<file path="src/rtl/i2cx_pkg.sv">
package i2cx_pkg;
  localparam int ADDR_W = 7;
  localparam int BYTE_W = 8;

  typedef struct packed {
    logic scl;
    logic sda;
  } i2cx_lines_t;
endpackage

</file>
<file path="src/rtl/i2cx_line_filter.sv">
module i2cx_line_filter #(
  parameter int SYNC_STAGES = 2,
  parameter int FILT_LEN    = 3,
  parameter bit IDLE_VAL    = 1'b1
) (
  input  logic clk,
  input  logic rst,
  input  logic d_i,
  output logic q_o
);
  localparam int CW = (FILT_LEN > 1) ? $clog2(FILT_LEN) : 1;

  logic [SYNC_STAGES-1:0] sync_q;
  logic [CW-1:0]          run_cnt;

  always_ff @(posedge clk) begin
    if (rst) sync_q <= {SYNC_STAGES{IDLE_VAL}};
    else     sync_q <= {sync_q[SYNC_STAGES-2:0], d_i};
  end

  // a new level is accepted only after FILT_LEN consecutive differing samples
  always_ff @(posedge clk) begin
    if (rst) begin
      q_o     <= IDLE_VAL;
      run_cnt <= '0;
    end else if (sync_q[SYNC_STAGES-1] == q_o) begin
      run_cnt <= '0;
    end else if (run_cnt == CW'(FILT_LEN - 1)) begin
      q_o     <= sync_q[SYNC_STAGES-1];
      run_cnt <= '0;
    end else begin
      run_cnt <= run_cnt + 1'b1;
    end
  end
endmodule

</file>
<file path="src/rtl/i2cx_cond_detect.sv">
module i2cx_cond_detect (
  input  logic clk,
  input  logic rst,
  input  logic scl_f,
  input  logic sda_f,
  output logic scl_rise,
  output logic scl_fall,
  output logic start_det,
  output logic stop_det
);
  logic scl_q, sda_q;

  always_ff @(posedge clk) begin
    if (rst) begin
      scl_q <= 1'b1;
      sda_q <= 1'b1;
    end else begin
      scl_q <= scl_f;
      sda_q <= sda_f;
    end
  end

  always_comb begin
    scl_rise  = scl_f & ~scl_q;
    scl_fall  = ~scl_f & scl_q;
    start_det = scl_f & scl_q & sda_q & ~sda_f;
    stop_det  = scl_f & scl_q & ~sda_q & sda_f;
  end
endmodule

</file>
<file path="src/rtl/i2cx_bit_engine.sv">
module i2cx_bit_engine #(
  parameter logic [i2cx_pkg::ADDR_W-1:0] SLAVE_ADDR = 7'h27,
  parameter int DW = i2cx_pkg::BYTE_W,
  parameter int CW = $clog2(DW + 1)
) (
  input  logic          clk,
  input  logic          rst,
  input  logic          scl_rise,
  input  logic          scl_fall,
  input  logic          start_det,
  input  logic          stop_det,
  input  logic          sda_f,
  output logic [DW-1:0] reg_q,
  output logic          want_low,
  output logic [CW-1:0] bit_cnt,
  output logic          addr_match
);
  localparam int AW = i2cx_pkg::ADDR_W;
  localparam int IW = $clog2(DW);
  localparam logic [CW-1:0] ACK_SLOT = CW'(DW);
  localparam logic [CW-1:0] LAST_BIT = CW'(DW - 1);

  logic          in_xfer, data_ph, rd_op, m_ack, seen_rise;
  logic [DW-1:0] shf;
  logic [IW-1:0] rd_idx;
  logic          rd_bit;
  logic          addr_bit;

  always_comb begin
    rd_idx   = IW'(DW - 1 - int'(bit_cnt));
    rd_bit   = (bit_cnt < ACK_SLOT) ? reg_q[rd_idx] : 1'b1;
    addr_bit = (bit_cnt < CW'(AW)) ? SLAVE_ADDR[AW - 1 - int'(bit_cnt)] : 1'b0;
  end

  always_ff @(posedge clk) begin
    if (rst) begin
      in_xfer    <= 1'b0;
      data_ph    <= 1'b0;
      addr_match <= 1'b0;
      rd_op      <= 1'b0;
      m_ack      <= 1'b0;
      seen_rise  <= 1'b0;
      bit_cnt    <= '0;
      shf        <= '0;
      reg_q      <= '0;
    end else if (start_det || stop_det) begin
      in_xfer    <= start_det;
      data_ph    <= 1'b0;
      addr_match <= 1'b1;
      rd_op      <= 1'b0;
      m_ack      <= 1'b0;
      seen_rise  <= 1'b0;
      bit_cnt    <= '0;
    end else if (in_xfer) begin
      if (scl_rise) begin
        seen_rise <= 1'b1;
        if (bit_cnt == ACK_SLOT) begin
          // address ACK seeds the flag; a data NACK clears it until next START
          if (!data_ph) m_ack <= ~sda_f;
          else          m_ack <= m_ack & ~sda_f;
        end else if (!data_ph) begin
          if (bit_cnt == LAST_BIT)   rd_op <= sda_f;
          else if (sda_f != addr_bit) addr_match <= 1'b0;
        end else begin
          shf <= {shf[DW-2:0], sda_f};
          if (bit_cnt == LAST_BIT && addr_match && !rd_op)
            reg_q <= {shf[DW-2:0], sda_f};
        end
      end
      if (scl_fall && seen_rise) begin
        if (bit_cnt == ACK_SLOT) begin
          bit_cnt <= '0;
          data_ph <= 1'b1;
        end else begin
          bit_cnt <= bit_cnt + 1'b1;
        end
      end
    end
  end

  always_comb begin
    want_low = 1'b0;
    if (in_xfer && addr_match) begin
      if (bit_cnt == ACK_SLOT)
        want_low = !data_ph || !rd_op;
      else if (data_ph && rd_op)
        want_low = m_ack && !rd_bit;
    end
  end
endmodule

</file>
<file path="src/rtl/i2cx_sda_driver.sv">
module i2cx_sda_driver #(
  parameter int DRIVE_DELAY = 2
) (
  input  logic clk,
  input  logic rst,
  input  logic scl_fall,
  input  logic scl_f,
  input  logic want_low,
  output logic drive_low
);
  localparam int CW = $clog2(DRIVE_DELAY + 1);

  logic [CW-1:0] dly;
  logic          pend;

  always_ff @(posedge clk) begin
    if (rst) begin
      dly       <= '0;
      pend      <= 1'b0;
      drive_low <= 1'b0;
    end else if (scl_fall) begin
      pend <= 1'b1;
      dly  <= CW'(DRIVE_DELAY);
    end else if (pend) begin
      if (scl_f) begin
        pend <= 1'b0;
      end else if (dly == '0) begin
        drive_low <= want_low;
        pend      <= 1'b0;
      end else begin
        dly <= dly - 1'b1;
      end
    end
  end
endmodule

</file>
<file path="src/rtl/i2c_io_expander.sv">
module i2c_io_expander #(
  parameter logic [6:0] SLAVE_ADDR  = 7'h27,
  parameter int         SYNC_STAGES = 2,
  parameter int         FILT_LEN    = 3,
  parameter int         DRIVE_DELAY = 2
) (
  input  logic       clk,
  input  logic       rst,
  input  logic       scl_i,
  input  logic       sda_i,
  output logic       sda_drive_low_o,
  output logic [7:0] gpio_o
);
  import i2cx_pkg::*;
  localparam int CW = $clog2(BYTE_W + 1);

  i2cx_lines_t raw, flt;
  logic scl_rise, scl_fall, start_det, stop_det, want_low, addr_match;
  logic [CW-1:0] bit_cnt;
  logic scl_flt;

  assign raw.scl = scl_i;
  assign raw.sda = sda_i;
  assign scl_flt = flt.scl;

  for (genvar g = 0; g < 2; g++) begin : g_filt
    i2cx_line_filter #(
      .SYNC_STAGES(SYNC_STAGES),
      .FILT_LEN   (FILT_LEN),
      .IDLE_VAL   (1'b1)
    ) filt_i (
      .clk(clk),
      .rst(rst),
      .d_i(raw[g]),
      .q_o(flt[g])
    );
  end

  i2cx_cond_detect cond_i (
    .clk      (clk),
    .rst      (rst),
    .scl_f    (flt.scl),
    .sda_f    (flt.sda),
    .scl_rise (scl_rise),
    .scl_fall (scl_fall),
    .start_det(start_det),
    .stop_det (stop_det)
  );

  i2cx_bit_engine #(
    .SLAVE_ADDR(SLAVE_ADDR),
    .DW        (BYTE_W),
    .CW        (CW)
  ) eng_i (
    .clk       (clk),
    .rst       (rst),
    .scl_rise  (scl_rise),
    .scl_fall  (scl_fall),
    .start_det (start_det),
    .stop_det  (stop_det),
    .sda_f     (flt.sda),
    .reg_q     (gpio_o),
    .want_low  (want_low),
    .bit_cnt   (bit_cnt),
    .addr_match(addr_match)
  );

  i2cx_sda_driver #(
    .DRIVE_DELAY(DRIVE_DELAY)
  ) drv_i (
    .clk      (clk),
    .rst      (rst),
    .scl_fall (scl_fall),
    .scl_f    (flt.scl),
    .want_low (want_low),
    .drive_low(sda_drive_low_o)
  );
endmodule

</file>
<file path="config.mk">
export PLATFORM = sky130hd
export DESIGN_NAME = i2c_io_expander
export DESIGN_NICKNAME = d
export VERILOG_FILES = /design/src/rtl/i2cx_pkg.sv /design/src/rtl/i2cx_line_filter.sv /design/src/rtl/i2cx_cond_detect.sv /design/src/rtl/i2cx_bit_engine.sv /design/src/rtl/i2cx_sda_driver.sv /design/src/rtl/i2c_io_expander.sv
export SDC_FILE = /design/constraint.sdc
export NUM_CORES = 1
export LEC_CHECK = 0
export BUFFER_PORTS_ARGS = -buffer_cell sky130_fd_sc_hd__buf_2
export CAP_MARGIN = 0
export CELL_PAD_IN_SITES_DETAIL_PLACEMENT = 1
export CELL_PAD_IN_SITES_GLOBAL_PLACEMENT = 1
export CORE_MARGIN = 2
export CORE_UTILIZATION = 46
export DETAILED_ROUTE_END_ITERATION = 8
export MAX_ROUTING_LAYER = met4
export PLACE_DENSITY_LB_ADDON = 0.1
export SYNTH_ARGS = -nofsm -noshare
export SYNTH_HDL_FRONTEND = slang
export SYNTH_SLANG_ARGS = --single-unit
</file>
<file path="constraint.sdc">
create_clock -name clk -period 1.9 [get_ports clk]
set_input_delay 0.285 -clock clk [delete_from_list [all_inputs] [get_ports clk]]
set_output_delay 0.285 -clock clk [all_outputs]
set_load 0.05 [all_outputs]
</file>
Yosys cells after proc, flatten, opt, wreduce, memory -nomap -nowiden
Memories as Yosys holds them, arrays and structs flattened.
Cells that the tools add are included.
Operators by class
  add/subtract/negate cells: 6
  magnitude comparators: 4
  equal/unequal tests: 12
  multiplexer cells: 26
  bitwise operators: 19
  reductions and logical operators: 33
Operators by type and width (number)
  32-bit by 5-bit less-than comparator with 1-bit output (second input constant): 1
  1-bit two-way mux: 20
  3-bit AND reduction: 4
  6-bit AND reduction: 2
  1-bit inverter: 11
  5-bit AND reduction: 2
  1-bit AND: 8
  2-bit two-way mux: 4
  2-bit AND reduction: 4
  2-bit nonzero test: 4
  1-bit logical AND: 6
  2-bit by 1-bit inequality test with 1-bit output (second input constant): 3
  3-bit OR reduction: 2
  3-bit by 4-bit subtractor with 5-bit output (first input constant): 1
  2-bit by 1-bit adder with 2-bit output (second input constant): 2
  4-bit by 1-bit adder with 4-bit output (second input constant): 1
  2-bit equality test (second input constant): 2
  4-bit by 3-bit equality test with 1-bit output (second input constant): 1
  4-bit equality test (second input constant): 1
  3-bit by 4-bit less-than comparator with 1-bit output (second input constant): 1
  4-bit by 3-bit less-than comparator with 1-bit output (second input constant): 1
  4-bit less-than comparator (second input constant): 1
  4-bit two-way mux: 1
  2-bit inequality test (second input constant): 2
  10 further kinds: 15
Word-level totals
  register bits after elaboration: 41
  memory bits (read-only): 8
  output and inout port bits: 9
  logic and storage cells: 122
  memories: 1
Memory list
  (no name shown): words 8, width 1, rd ports 1, clocked after memory_dff 0, wr ports 0, line i2cx_bit_engine.sv:32  | addr_bit = (bit_cnt < CW'(AW)) ? SLAVE_ADDR[AW - 1 - int'(bit_cnt)] : 1'b0;

Logic depth before layout (Yosys ltp)
  depth in word-level cells: 13
  gate-level depth with buffers: 7

Modules after synthesis
From an unflattened synthesis, not the netlist that was laid out.
Second synthesis, totals
  cell total of the unflattened synthesis: 182
  area total of the unflattened synthesis: 1831.8 um^2
Modules (own cells, without submodules)
  i2cx_bit_engine: times used 1, cells each 129, area an instance 1241.2 um^2
  i2cx_line_filter: times used 2, cells each 14, area an instance 166.4 um^2
  i2cx_sda_driver: times used 1, cells each 17, area an instance 172.7 um^2
  i2cx_cond_detect: times used 1, cells each 8, area an instance 85.1 um^2

Least setup slack after synthesis
No wires, ideal clock.
  path type: reg-to-reg
  start: register eng_i.bit_cnt[0]
  end: register eng_i.shf[3]
  library setup time: 0.126 ns
  arrival time: 1.471 ns
  required time: 1.774 ns
  slack: 0.303 ns
  cell stages (with the launch flop): 7
  path buffers: 2
  period minus slack after synthesis: 1.597 ns
  path through: dfxtp_1 buf_6 or4b_4 and3_1 buf_6 mux2i_1 nor2_1
Between the ends
  word-level cells in the longest chain between the ends: 3
RTL lines
  start: declaration: line i2cx_bit_engine.sv:15  | output logic [CW-1:0] bit_cnt,
  start signal: assignment: line i2cx_bit_engine.sv:75  | bit_cnt <= bit_cnt + 1'b1;
  4-bit equality test: line i2cx_bit_engine.sv:57  | if (bit_cnt == ACK_SLOT) begin
  1-bit inverter (no line)
  5-bit AND reduction (no line)
  end signal: assignment: line i2cx_bit_engine.sv:65  | shf <= {shf[DW-2:0], sda_f};
  end: declaration: line i2cx_bit_engine.sv:24  | logic [DW-1:0] shf;
No other way between the ends.
A chain may end at the register's enable or synchronous reset.

Worst setup path in the final report
  start: register eng_i.bit_cnt[0]
  end: register eng_i.shf[2]
The elaborated chain is that of the path after synthesis.

==> results_dict.tcl <==
set metrics [dict create \
    status "finished, final reports clean" \
    hold_ws_ns 0.170 \
    tightest_slew_ns 0.540 \
    antenna_found_initial 0 \
    cts_buffer_depth 2 \
    async_flop_share_pct 0 \
    cts_setup_buffers 0 \
    clock_skew_ns 0.00300 \
    layout-drive-gt1-share_pct 19.3 \
    critPathArrivalTime_ns 1.89 \
    yosysMostFrequentCell "dfxtp_1" \
    critPathCaptureType "register" \
    fp.dieW_microns 66.7 \
    r2r_start "eng_i.bit_cnt[0]" \
    wl_microns 3720 \
    synth_cells 184 \
    placed_cells 237 \
    finish.utilization_pct 53.3 \
    cts.repair.resized 0 \
    synth_top_area_share_pct 45.3 \
    start_kind "register" \
    timing.fmax_ghz 0.579 \
    synth.net_count 192 \
    setup_violations 0 \
    drv_cap 0 \
    fin_cells 245 \
    drt-initial-drc-count 109 \
    overflow 0 \
    grt_pass1_vias 1373 \
    insertion_delay_ns 0.29 \
    syn_to_final_growth_pct 9.47 \
    synth_top_cell_by_area "dfxtp_1" \
    clkTransAtPathRegs_ns 0.08 \
    multi_input_area_sq_um 855 \
    path_class "reg2reg" \
    synth_area_sq_mm 0.00181 \
    die-area_sq_mm 0.00445 \
    ioPinCount 13 \
    yosys_warnings 0 \
    num_vias 1316 \
    fin_crit_ns 1.73 \
    die_height_microns 66.7 \
    nFillCells 435 \
    grt_pass1_wl_microns 6350 \
    yosysUniqueCellTypes 42 \
    rrSetupSlack_ns 0.17 \
    synth-seq-cells 41 \
    ir_drop_uv 572 \
    coreArea_sq_mm 0.00372 \
    drc_errors 0 \
    avgRoutedWirePerCell_microns 15.2 \
    ff2ff_path_depth 4 \
    first_pass_iters 4 \
    drtAntennaViolNets 0 \
    drt-vias-per-instance 5.37 \
    r2r-end "eng_i.shf[2]" \
    dp_slack_ns 0.179 \
    synthTopCellsByArea "dfxtp_1 45%, mux2i_1 9.4%, nor2_1 6.0%" \
    p_leak_nw 0.704 \
    seq_area_sq_um 821 \
    io_buffer_count 12 \
    pwr_density_cell_mw_per_mm2 804 \
    critPathMaxFanout 9 \
    start_util_pct 48.7 \
    place_hpwl_microns 2670 \
    whs_endpoint "g_filt[0].filt_i.sync_q[0]" \
    slew_violations 0 \
    fin_nets 204 \
    avgSynthCellArea_sq_um 9.84 \
    cp.required_ns 2.07 \
    grt_max_degree 33 \
    synth_edf_count 0 \
    rsz0062_at_grt "false" \
    setup_tns_ns 0 \
    finalWeightedCongestion 0.842 \
    synth-main-ff-cell "dfxtp_1" \
    cts-root-buf "clkbuf_8" \
    hp-start "sda_i" \
    final_hold_viol_count 0 \
    track_usage_pct 20.0 \
    yosysSeqAreaShare_pct 45.3 \
    cts_tree "built" \
    hold_depth 2 \
    h-tree-depth 2 \
    cts_buffers 5 \
    synthTopCellsByCount "41 x dfxtp_1, 29 x nor2_1, 17 x mux2i_1" \
    hold_class "in2reg" \
    maxSlewHeadroom_pct 64.0 \
    antenna_cells 0 \
    postCtsHoldBufs 0 \
    timing.final.crit_share_pct 91.0 \
    setup_ws_ns 0.172 \
    row_count 22 \
    cts.sinks 41 \
]
[where the power goes]
group | internal [W] | leakage (nW) | switching [W]
logic | 0.00000914 | 0.318 | 0.0000171
clock network | 0.000393 | 0.0543 | 0.000307
registers | 0.000864 | 0.331 | 0.00000337
[logic make-up (layout without fill, tap and decap cells)]
kind of cell,after synthesis,in the layout,synth area share [%]
buffers and inverters,20,33,7.46
adder cells (fa/ha/maj),4,4,2.76
AND/OR/NAND/NOR,70,70,21.2
multiplexers,19,19,11.9
AO/OA/AOI/OAI,26,26,9.40
XOR/XNOR,4,4,1.93
flip-flops,41,41,45.3
[through the flow]
step,total power [W],area [sq um]
2_1_floorplan,0.000909,1810
3_3_place_gp,0.000913,1870
3_5_place_dp,0.000915,1870
4_1_cts,0.00162,1980
5_1_grt,0.00166,1980
6_report,0.00159,1980
[cell usage in the layout (no fill, tap or decap), drive strengths merged, types with 2 or more instances in the layout]
master,n
dfxtp,41
nor2,29
buf,18
mux2i,17
a21oi,9
nand2,8
or2,8
inv,7
clkbuf,5
xnor2,4
ha,4
o21ai,4
nor2b,3
nand4b,3
a211oi,3
a31oi,3
nor3,3
and3,2
or3,2
a211o,2
nor3b,2
nand4,2
mux4,2
nand3b,2
nor4,2
[how the worst max path moves through the flow]
stage / start / end / slack (ns)
CTS: eng_i.bit_cnt[0] / eng_i.shf[5] / 0.16
finish: eng_i.bit_cnt[0] / eng_i.shf[2] / 0.17
floorplan: eng_i.bit_cnt[0] / eng_i.shf[3] / 0.30
detailed placement: eng_i.bit_cnt[0] / eng_i.shf[3] / 0.18
global placement: g_filt[1].filt_i.q_o / eng_i.reg_q[0] / 0.25
global route: eng_i.bit_cnt[1] / eng_i.m_ack / 0.03
[worst max-delay path, cell delays in order (launching register included)]
cell	delay, ns
dfxtp_1	0.39
or4b_4	0.61
and3_1	0.33
mux2i_1	0.22
nor2_1	0.05
[layer usage]
metal  vias up  share of wire (%)  GRT usage [%]  wire [microns]
met1       636                 47           23.4            1750
met3         4                2.3           5.24              86
met4         0               0.97           8.67              36
met2        14                 50           32.3            1850
li1        662                  -              -               -
met5         -                  0              -               0
[final cells by class]
| class | count | area share [%] |
|---|---|---|
| flip-flops and latches | 41 | 41.4 |
| well taps | 48 | 3.03 |
| clock inverters | 3 | 2.34 |
| clock buffers | 5 | 3.47 |
| multi-input cells | 123 | 43.1 |
| repair buffers | 18 | 5.30 |
| inverters | 7 | 1.33 |
[sequential cells by signal (all words and copies together), names as in the netlist, 2 cells and up]
signal                 cells
drv_i.dly                  2
eng_i.bit_cnt              4
eng_i.reg_q                8
eng_i.shf                  7
g_filt.filt_i.q_o          2
g_filt.filt_i.run_cnt      4
g_filt.filt_i.sync_q       4
No activity file was read; power rests on OpenSTA's default activity.
